<file path="config.mk">
export PLATFORM = sky130hd
export DESIGN_NAME = evt_timer
export DESIGN_NICKNAME = d
export VERILOG_FILES = /design/src/rtl/evt_timer_pkg.sv /design/src/rtl/evt_counter.sv /design/src/rtl/evt_channel.sv /design/src/rtl/evt_timer.sv
export SDC_FILE = /design/constraint.sdc
export NUM_CORES = 2
export LEC_CHECK = 0
export ABC_CLOCK_PERIOD_IN_PS = 9500
export BUFFER_PORTS_ARGS = -buffer_cell sky130_fd_sc_hd__clkbuf_2
export CAP_MARGIN = 25
export CORE_AREA = 3 3 283 285
export CTS_CLUSTER_SIZE = 12
export DETAILED_ROUTE_END_ITERATION = 10
export DIE_AREA = 0 0 286 288
export GPL_TIMING_DRIVEN = 0
export PLACE_DENSITY_LB_ADDON = 0.15
export SLEW_MARGIN = 30
export SYNTH_ARGS = -nofsm -noshare
export SYNTH_HDL_FRONTEND = slang
export SYNTH_HIERARCHICAL = 1
export SYNTH_SLANG_ARGS = --single-unit
</file>
<file path="constraint.sdc">
create_clock -name clk -period 9.5 [get_ports clk]
set_input_delay 1.425 -clock clk [delete_from_list [all_inputs] [get_ports clk]]
set_output_delay 1.425 -clock clk [all_outputs]
set_load 0.1 [all_outputs]
</file>
<file path="src/rtl/evt_timer_pkg.sv">
package evt_timer_pkg;
    typedef enum logic [1:0] {
        SEQ_DIRECT,
        SEQ_ACC,
        SEQ_PERIOD
    } seq_e;

    localparam int CFG_LEVEL = 0;
    localparam int CFG_IE    = 1;
    localparam int CFG_PER   = 2;
    localparam int CFG_PCAP  = 3;
    localparam int CFG_VSET  = 4;
    localparam int CFG_F32   = 5;

    localparam int A_CAP  = 0;
    localparam int A_GCFG = 1;
    localparam int A_STAT = 2;
    localparam int A_CNT  = 3;
    localparam int A_CH0  = 4;

    localparam int CAP_NCH_W = 5;
    localparam int CAP_W64   = 13;
endpackage

</file>
<file path="src/rtl/evt_counter.sv">
module evt_counter #(
    parameter int CNT_W = 64
) (
    input  logic             clk,
    input  logic             rst_n,
    input  logic             run,
    input  logic             we,
    input  logic [CNT_W-1:0] wdata,
    output logic [CNT_W-1:0] cnt
);
    always_ff @(posedge clk) begin
        if (!rst_n)
            cnt <= '0;
        else if (run)
            cnt <= cnt + 1'b1;
        else if (we)
            cnt <= wdata;
    end


    count_up_chk: assert property (@(posedge clk) disable iff (!rst_n)
        run |=> cnt == $past(cnt) + 1'b1);

    count_hold_chk: assert property (@(posedge clk) disable iff (!rst_n)
        (!run && !we) |=> $stable(cnt));
endmodule

</file>
<file path="src/rtl/evt_channel.sv">
module evt_channel
    import evt_timer_pkg::*;
#(
    parameter int CNT_W       = 64,
    parameter bit PER_CAPABLE = 1'b1
) (
    input  logic             clk,
    input  logic             rst_n,
    input  logic [CNT_W-1:0] cnt,
    input  logic             cnt_run,
    input  logic             cfg_we,
    input  logic             cmp_we,
    input  logic [CNT_W-1:0] wdata,
    input  logic             stat_clr,
    output logic [CNT_W-1:0] cfg_rd,
    output logic [CNT_W-1:0] cmp_rd,
    output logic             stat,
    output logic             irq
);
    seq_e seq_q, seq_d;
    logic lvl, ie, per, f32, pulse_q;
    logic [CNT_W-1:0] target, acc, wmask, wval, active;
    logic hit, per_new;

    assign per_new = PER_CAPABLE && wdata[CFG_PER];
    assign wmask   = f32 ? CNT_W'(32'hFFFF_FFFF) : '1;
    assign wval    = wdata & wmask;
    assign active  = per ? acc : target;
    assign hit     = cnt_run && ((cnt & wmask) == (active & wmask));

    // state register
    always_ff @(posedge clk) begin
        if (!rst_n) seq_q <= SEQ_DIRECT;
        else        seq_q <= seq_d;
    end

    // next state
    always_comb begin
        seq_d = seq_q;
        if (cfg_we) begin
            seq_d = (wdata[CFG_VSET] && per_new) ? SEQ_ACC : SEQ_DIRECT;
        end else begin
            unique case (seq_q)
                SEQ_DIRECT: seq_d = SEQ_DIRECT;
                SEQ_ACC:    if (cmp_we) seq_d = SEQ_PERIOD;
                SEQ_PERIOD: if (cmp_we) seq_d = SEQ_DIRECT;
                default:    seq_d = SEQ_DIRECT;
            endcase
        end
    end

    // configuration, targets and status
    always_ff @(posedge clk) begin
        if (!rst_n) begin
            lvl     <= 1'b0;
            ie      <= 1'b0;
            per     <= 1'b0;
            f32     <= 1'b0;
            target  <= '0;
            acc     <= '0;
            stat    <= 1'b0;
            pulse_q <= 1'b0;
        end else begin
            if (cfg_we) begin
                lvl <= wdata[CFG_LEVEL];
                ie  <= wdata[CFG_IE];
                per <= per_new;
                f32 <= wdata[CFG_F32];
            end
            if (cmp_we) begin
                if (seq_q == SEQ_ACC) acc <= wval;
                else                  target <= wval;
            end else if (hit && per) begin
                acc <= (acc + target) & wmask;
            end
            if (hit && lvl)    stat <= 1'b1;
            else if (stat_clr) stat <= 1'b0;
            pulse_q <= hit && ie && !lvl;
        end
    end

    // outputs
    always_comb begin
        cfg_rd            = '0;
        cfg_rd[CFG_LEVEL] = lvl;
        cfg_rd[CFG_IE]    = ie;
        cfg_rd[CFG_PER]   = per;
        cfg_rd[CFG_PCAP]  = PER_CAPABLE;
        cfg_rd[CFG_VSET]  = (seq_q == SEQ_ACC);
        cfg_rd[CFG_F32]   = f32;
        cmp_rd            = active & wmask;
        irq               = lvl ? (stat && ie) : pulse_q;
    end


    vset_clear_chk: assert property (@(posedge clk) disable iff (!rst_n)
        (cfg_rd[CFG_VSET] && cmp_we && !cfg_we) |=> !cfg_rd[CFG_VSET]);

    stat_hold_chk: assert property (@(posedge clk) disable iff (!rst_n)
        (stat && !stat_clr) |=> stat);

    stat_clear_chk: assert property (@(posedge clk) disable iff (!rst_n)
        (stat_clr && !hit) |=> !stat);

    edge_pulse_chk: assert property (@(posedge clk) disable iff (!rst_n)
        (!lvl && irq && !cfg_we) |=> !irq);
endmodule

</file>
<file path="src/rtl/evt_timer.sv">
module evt_timer
    import evt_timer_pkg::*;
#(
    parameter int          NUM_CH  = 3,
    parameter int          CNT_W   = 64,
    parameter int          AW      = 5,
    parameter logic [31:0] TICK_FS = 32'd20_000_000,
    parameter logic [NUM_CH-1:0] PER_CAP = 3'b011
) (
    input  logic              clk,
    input  logic              rst_n,
    input  logic [AW-1:0]     reg_addr,
    input  logic [CNT_W-1:0]  reg_wdata,
    input  logic              reg_we,
    output logic [CNT_W-1:0]  reg_rdata,
    output logic [NUM_CH-1:0] irq
);
    localparam logic [AW-1:0] ADDR_GCFG = AW'(A_GCFG);
    localparam logic [AW-1:0] ADDR_STAT = AW'(A_STAT);
    localparam logic [AW-1:0] ADDR_CNT  = AW'(A_CNT);

    logic             run;
    logic [CNT_W-1:0] cnt, cap;
    logic [NUM_CH-1:0] stat;
    logic [CNT_W-1:0] cfg_rd [NUM_CH];
    logic [CNT_W-1:0] cmp_rd [NUM_CH];

    always_ff @(posedge clk) begin
        if (!rst_n)                              run <= 1'b0;
        else if (reg_we && reg_addr == ADDR_GCFG) run <= reg_wdata[0];
    end

    evt_counter #(.CNT_W(CNT_W)) u_cnt (
        .clk   (clk),
        .rst_n (rst_n),
        .run   (run),
        .we    (reg_we && reg_addr == ADDR_CNT),
        .wdata (reg_wdata),
        .cnt   (cnt)
    );

    for (genvar i = 0; i < NUM_CH; i++) begin : g_ch
        localparam logic [AW-1:0] ADDR_CFG = AW'(A_CH0 + 2 * i);
        localparam logic [AW-1:0] ADDR_CMP = AW'(A_CH0 + 2 * i + 1);
        evt_channel #(.CNT_W(CNT_W), .PER_CAPABLE(PER_CAP[i])) u_ch (
            .clk      (clk),
            .rst_n    (rst_n),
            .cnt      (cnt),
            .cnt_run  (run),
            .cfg_we   (reg_we && reg_addr == ADDR_CFG),
            .cmp_we   (reg_we && reg_addr == ADDR_CMP),
            .wdata    (reg_wdata),
            .stat_clr (reg_we && reg_addr == ADDR_STAT && reg_wdata[i]),
            .cfg_rd   (cfg_rd[i]),
            .cmp_rd   (cmp_rd[i]),
            .stat     (stat[i]),
            .irq      (irq[i])
        );
    end

    always_comb begin
        cap                     = '0;
        cap[CAP_NCH_W-1:0]      = CAP_NCH_W'(NUM_CH - 1);
        cap[CAP_W64]            = (CNT_W >= 64);
        cap[CNT_W-1 -: 32]      = TICK_FS;
    end

    always_comb begin
        reg_rdata = '0;
        if (reg_addr == AW'(A_CAP))    reg_rdata = cap;
        else if (reg_addr == ADDR_GCFG) reg_rdata = CNT_W'(run);
        else if (reg_addr == ADDR_STAT) reg_rdata = CNT_W'(stat);
        else if (reg_addr == ADDR_CNT)  reg_rdata = cnt;
        for (int i = 0; i < NUM_CH; i++) begin
            if (reg_addr == AW'(A_CH0 + 2 * i))     reg_rdata = cfg_rd[i];
            if (reg_addr == AW'(A_CH0 + 2 * i + 1)) reg_rdata = cmp_rd[i];
        end
    end
endmodule

</file>
* After elaboration in Yosys (flattened, before gate mapping)
Index checks and enable logic that the tools add are counted.
Cells by class: divide/modulo/power cells 0, bitwise gates (word level) 15, shift-type cells 0, add/subtract/negate cells 3, magnitude comparators 0, reduce and logical (&&, ||, !) cells 49, multiplexer cells 44, equality and inequality tests 26, multipliers 0
Operators with widths (count):
- 64-bit two-way mux | 23
- 64-bit bitwise AND | 11
- 64-bit equality test | 3
- 64-bit adder | 2
- 64-bit by 1-bit adder with 64-bit output (second input constant) | 1
- 1-bit logical AND | 30
- 5-bit by 3-bit equality test with 1-bit output (second input constant) | 4
- 2-bit two-way mux | 8
- 2-bit AND reduction | 8
- 3-bit by 1-bit inequality test with 1-bit output (second input constant) | 4
- 2-bit case mux with 2 select lines | 3
- 2-bit nonzero test | 6
- 5-bit by 2-bit equality test with 1-bit output (second input constant) | 2
- 5-bit by 4-bit equality test with 1-bit output (second input constant) | 2
- 1-bit two-way mux | 10
- 2-bit by 1-bit equality test with 1-bit output (second input constant) | 3
- 2-bit equality test (second input constant) | 3
- 5-bit by 1-bit equality test with 1-bit output (second input constant) | 1
- 5-bit zero test | 1
- 2-bit by 1-bit inequality test with 1-bit output (second input constant) | 2
- 2-bit inequality test (second input constant) | 2
- 1-bit inverter | 4
- 1-bit zero test | 3
- 2-bit OR reduction | 1
Storage, ports and cells: output and inout bits 67, RAM bits 0, register bits 408, input bits 72, memory bits (read-only) 0, memories 0, latch bits 0, word-level logic and storage cells 164

* Longest topological paths before layout
depth in word-level cells 11, depth in mapped cells 15, depth with buffers taken out 12

* Hierarchy
The synthesis kept the hierarchy.
Modules (own cells, without submodules):
- evt_channel (g_ch[0].u_ch) | sequential area each 2722.6 µm², area an instance 11676.2 µm², instances 1, cells an instance 1602
- evt_channel (g_ch[1].u_ch) | sequential area each 2722.6 µm², area an instance 11561.1 µm², instances 1, cells an instance 1552
- evt_channel (g_ch[2].u_ch) | sequential area each 1381.3 µm², area an instance 4372.9 µm², instances 1, cells an instance 494
- evt_counter | sequential area each 1281.2 µm², area an instance 4005.1 µm², instances 1, cells an instance 538
- evt_timer | sequential area each 20.0 µm², area an instance 3399.5 µm², instances 1, cells an instance 518

* Worst setup path before layout
No wires, ideal clock.
path kind input to output, from input reg_addr[1], to output reg_rdata[62], required time 8.075 ns, cell stages on the path 6, buffers on the path 2, path slack 3.652 ns, data arrival time 4.423 ns, cells stage by stage buf_2 and3b_1 clkbuf_1 a21boi_0 o31a_1 o21ai_0
On the way: cells in the longest elaborated chain, start to end 11, elaborated cells on any way between the ends 20, classes of those cells eq/ne (9); mux (10); reduce/logical (1)
Ends and longest elaborated chain:
- start: declaration | RTL line evt_timer.sv:12 | input logic [AW-1:0] reg_addr,
- 5-bit by 2-bit equality test with 1-bit output | RTL line evt_timer.sv:73 | else if (reg_addr == ADDR_CNT) reg_rdata = cnt;
- 64-bit two-way mux | RTL line evt_timer.sv:73
- 64-bit two-way mux | RTL line evt_timer.sv:72 | else if (reg_addr == ADDR_STAT) reg_rdata = CNT_W'(stat);
- 64-bit two-way mux | RTL line evt_timer.sv:71 | else if (reg_addr == ADDR_GCFG) reg_rdata = CNT_W'(run);
- 64-bit two-way mux | RTL line evt_timer.sv:70 | if (reg_addr == AW'(A_CAP)) reg_rdata = cap;
- 64-bit two-way mux | RTL line evt_timer.sv:75 | if (reg_addr == AW'(A_CH0 + 2 * i)) reg_rdata = cfg_rd[i];
- 64-bit two-way mux | RTL line evt_timer.sv:76 | if (reg_addr == AW'(A_CH0 + 2 * i + 1)) reg_rdata = cmp_rd[i];
- 64-bit two-way mux | RTL line evt_timer.sv:75
- 64-bit two-way mux | RTL line evt_timer.sv:76
- 64-bit two-way mux | RTL line evt_timer.sv:75
- 64-bit two-way mux (*) | RTL line evt_timer.sv:76
- end: declaration | RTL line evt_timer.sv:15 | output logic [CNT_W-1:0] reg_rdata,
Mark *: on every way between the ends. The rest lies on a longest branch, timed or not.

* Final worst setup path
from input reg_addr[3], to output reg_rdata[27]
The elaborated chain is that of the path after synthesis.

==> results.md <==
Drt:
- The number of vias in the routed layout is 40,300.
- After the first detailed-routing iteration, the DRC count stood at 6,128.
- Dividing the detail-routed wire length by the instance count gives 31.3 um.
- The pre-antenna-repair detailed-routing pass consisted of 11 iterations.
- In the routed design, unresolved DRC markers number 11.
- Using the TritonRoute via totals, the vias-per-cell ratio works out to 6.54.
- In this run the remaining antenna-violating nets after routing total 0.
- The final layout contains routed wiring with a total length of 193,000 um.

Power and ir drop:
- The static power due to leakage is 16.1 nW.
- The power per cell area is 110 nW/um2.
- The completed layout was analyzed and its total power is 0.00434 W.
- The largest voltage drop on the vdd net is 0.138 mV.

Synthesis:
- In the post-synthesis netlist, the biggest area contributors are sky130_fd_sc_hd__dfxtp_1 23%, sky130_fd_sc_hd__a21oi_1 7.8%, sky130_fd_sc_hd__buf_4 5.0%.
- In this run, distinct cell masters in the synthesized netlist total 109.
- The share of synthesized registers carrying an async set or reset is 0%.
- sky130_fd_sc_hd__a21oi_1 is the most common cell in the netlist.
- The count of flip-flops with a built-in enable after synthesis is 0.
- Of the synthesized area, sequential elements account for 23.2%.
- The number of warnings reported in the yosys synthesis log is 6.
- The post-synthesis register bit count is 406.
- By count the netlist is led by 545 x sky130_fd_sc_hd__a21oi_1, 448 x sky130_fd_sc_hd__nand2_1, 406 x sky130_fd_sc_hd__dfxtp_1.
- In the synthesized netlist the dominant register cell turns out to be sky130_fd_sc_hd__dfxtp_1.
- In this run the biggest area consumer among cell types represents 23.2% of the synthesized area.
- The cell area that synthesis handed to floorplanning was 35,000 um2.
- The gate count after technology mapping is 4,704.
- The library cell with the largest summed area after synthesis is sky130_fd_sc_hd__dfxtp_1.
- Averaged over all synthesized cells, the footprint is 7.44 um2.

GRT:
- The global-route track usage on met2 is 62.0%.
- The first global-routing pass estimated 266,000 um of wire.
- The met3 track utilization from global routing is 14.7%.
- Global routing used 60.7% of the available met1 tracks.
- The via count of the first global-routing pass is 35,800.
- The initial antenna violation count is 16.
- The total global routing track utilization is 44.7%.
- In this run the most used layer during global routing was met2.
- The final global-route overflow total is 0.
- The largest net degree at the start of global routing is 18.

Clock tree:
- For this design, the sink count on the clock tree is 406.
- The post-CTS repair timing setup buffer count is 0.
- The clock buffer count from CTS is 51.
- The clock tree synthesis step divided the H-tree into 2 levels.
- The quantity of gates resized following cts is 0.
- The root buffer cell chosen for the clock tree is sky130_fd_sc_hd__clkbuf_16.
- No sink is reached through more buffers than the 3 on the longest clock path.
- The number of buffers added to fix hold violations after cts is 0.
- Clock-pin slew was measured on the worst setup and hold paths at 0.06 ns.
- The worst-skew pair later-pin latency is 0.62 ns.
- TritonCTS built the clock tree.

STA:
- The hold slack is 0.476 ns.
- After layout, the worst path uses 70.4% of the clock period.
- For the pin with the worst max-slew slack, the measured transition is 1.09 ns.
- The fmax is 0.150 GHz.
- The worst pin sits at a relative slew slack of 26.6%.
- Setup repair after global routing left no endpoint under its margin.
- The setup TNS is 0 ns.
- Setup violations remaining at the end of the flow were counted as 0.
- The clock arrives with 0.0297 ns of skew.
- The final hold violation count came to 0.
- Subtracting the final worst setup slack from the clock period gives 6.68 ns.
- The max-slew violation count is 0.

Floorplan:
- The starting density of the core is 45.1%.
- 139 I/O pins were placed.
- The floorplan has 102 rows.
- The chip width is 286 um.
- The area of the core region is 77,600 um2.
- The die outline height is 288 um.
- The die outline area is 82,400 um2.

Critical path:
- The nature of the critical path endpoint is an output pin.
- In this run the critical register-to-register path is launched from g_ch[0].u_ch/per$_SDFFE_PN0P_.
- The capturing point of the worst reg2reg path is g_ch[0].u_ch/acc[41]$_SDFFE_PN0P_.
- The most critical setup path has its endpoint at reg_rdata[27].
- The signal arrival time at the worst endpoint is 5.26 ns.
- The critical path startpoint category is a primary input.
- The kind of critical path is in -> out.
- The worst register-to-register path has a setup slack of 4.53 ns.
- The data required time of the worst path is 8.08 ns.
- The worst register-to-register path has a depth of 11.
- The critical path starts at reg_addr[3].
- The maximum fanout along the worst path is 10.

Place:
- The congestion estimate from routability-driven global placement came to 1.05.
- Port buffering added 137 buffers.
- The cell area after placement is 37,700 um2.
- Detailed placement ended at an HPWL of 149,000 um.

Job:
- The count of max-cap constraint violations is 0.

Layout:
- Summing all non-filler instances in the final layout gives an area of 39,400 um2.
- In the final design database the tool counted 5,269 nets.
- The area growth from synthesis to layout is 12.5%.
- The post-route netlist has 12.9% of its cells at a drive strength greater than 1.
- The filler cells instantiated in the layout total 8,064.

Status:
- The checks that failed: DRC.
- The run finished, with violations left.

Hold path:
- The tightest min-delay check is of the reg -> reg type.
==> state kept, by name, summed over array words and instances (netlist names) <==
name and count:
g_ch.u_ch/stat 3, run 1, g_ch.u_ch/acc 128, u_cnt/cnt 64, g_ch.u_ch/target 192, g_ch.u_ch/f32 3, g_ch.u_ch/seq_q 4, g_ch.u_ch/ie 3
g_ch.u_ch/per 2, g_ch.u_ch/pulse_q 3, g_ch.u_ch/lvl 3
==> worst max-delay path, stage by stage <==
cell,delay [ns]
sky130_fd_sc_hd__clkbuf_2,0.18
sky130_fd_sc_hd__or4b_1,0.54
sky130_fd_sc_hd__nor2_1,0.84
sky130_fd_sc_hd__buf_4,0.40
sky130_fd_sc_hd__buf_2,0.29
sky130_fd_sc_hd__a222oi_1,0.18
sky130_fd_sc_hd__a21oi_1,0.77
sky130_fd_sc_hd__clkbuf_2,0.59
==> how the worst min path moves through the flow <==
stage	startpoint	end	slack, ns	cells after the start
global route	g_ch[1].u_ch/seq_q[1]$_SDFFE_PN0P_	g_ch[1].u_ch/seq_q[1]$_SDFFE_PN0P_	0.50	2
global placement	g_ch[1].u_ch/seq_q[1]$_SDFFE_PN0P_	g_ch[1].u_ch/seq_q[1]$_SDFFE_PN0P_	0.46	2
detailed placement	g_ch[1].u_ch/ie$_SDFFE_PN0P_	g_ch[1].u_ch/pulse_q$_SDFF_PN0_	0.46	2
floorplan	g_ch[1].u_ch/seq_q[1]$_SDFFE_PN0P_	g_ch[1].u_ch/seq_q[1]$_SDFFE_PN0P_	0.44	2
CTS	g_ch[0].u_ch/target[7]$_SDFFE_PN0P_	g_ch[0].u_ch/target[7]$_SDFFE_PN0P_	0.47	2
finish	g_ch[1].u_ch/target[55]$_SDFFE_PN0P_	g_ch[1].u_ch/target[55]$_SDFFE_PN0P_	0.48	2
==> cell families after synthesis <==
logic type	synth area share [%]
AO/OA/AOI/OAI	26.7
XOR/XNOR	5.68
adder cells (fa/ha/maj)	4.65
buffers and inverters	9.94
flip-flops	23.2
multiplexers	6.59
other	0.0536
AND/OR/NAND/NOR	23.1
==> cells in the final DEF, fill, tap and decap left out, types with 59 or more instances in the layout <==
| master | count |
|---|---|
| sky130_fd_sc_hd__xor2_1 | 116 |
| sky130_fd_sc_hd__xnor2_1 | 111 |
| sky130_fd_sc_hd__dfxtp_1 | 405 |
| sky130_fd_sc_hd__a21o_1 | 116 |
| sky130_fd_sc_hd__ha_1 | 127 |
| sky130_fd_sc_hd__conb_1 | 179 |
| sky130_fd_sc_hd__nor3_1 | 133 |
| sky130_fd_sc_hd__nand3_1 | 111 |
| sky130_fd_sc_hd__nand2_1 | 448 |
| sky130_fd_sc_hd__clkbuf_1 | 239 |
| sky130_fd_sc_hd__nand4_1 | 116 |
| sky130_fd_sc_hd__a222oi_1 | 98 |
| sky130_fd_sc_hd__clkbuf_2 | 141 |
| sky130_fd_sc_hd__inv_1 | 80 |
| sky130_fd_sc_hd__mux2i_1 | 138 |
| sky130_fd_sc_hd__mux2_2 | 67 |
| sky130_fd_sc_hd__nor2b_1 | 150 |
| sky130_fd_sc_hd__o21ai_0 | 238 |
| sky130_fd_sc_hd__buf_4 | 232 |
| sky130_fd_sc_hd__a21oi_1 | 545 |
| sky130_fd_sc_hd__a211oi_1 | 59 |
| sky130_fd_sc_hd__nor2_1 | 355 |
| sky130_fd_sc_hd__nor4_1 | 75 |
==> metrics by stage <==
step                      setup WS [ns]  instances  util [%]
final                              2.82       6154      50.8
after global routing               2.97       6145      50.8
after CTS                          3.29       6145      50.7
after detailed placement           3.30       6055      48.6
after global placement             3.01       6055      48.5
after floorplan                    3.65       4878         -
==> area by class of cell <==
cell class / count / area (um2) / share of cell area (%)
Multi-Input combinational cell: 3830 / 24100 / 61.1
Buffer: 560 / 3180 / 8.06
Tap cell: 1040 / 1300 / 3.30
Clock buffer: 75 / 1500 / 3.80
Inverter: 82 / 308 / 0.781
Clock inverter: 15 / 193 / 0.489
Sequential cell: 406 / 8130 / 20.6
Timing Repair Buffer: 137 / 686 / 1.74
Antenna cell: 9 / 22.5 / 0.0572
==> power by group <==
group	internal, W	switching [W]
clock	0.00119	0.000851
combinational	0.000151	0.000404
sequential	0.00171	0.0000238
==> layer usage <==
| metal | share of wire [%] | vias to the layer above |
|---|---|---|
| met3 | 13 | 545 |
| met4 | 6.4 | 11 |
| li1 | - | 17600 |
| met2 | 39 | 2777 |
| met5 | 0.12 | - |
| met1 | 41 | 19300 |
(Power assumes the default switching activity.)
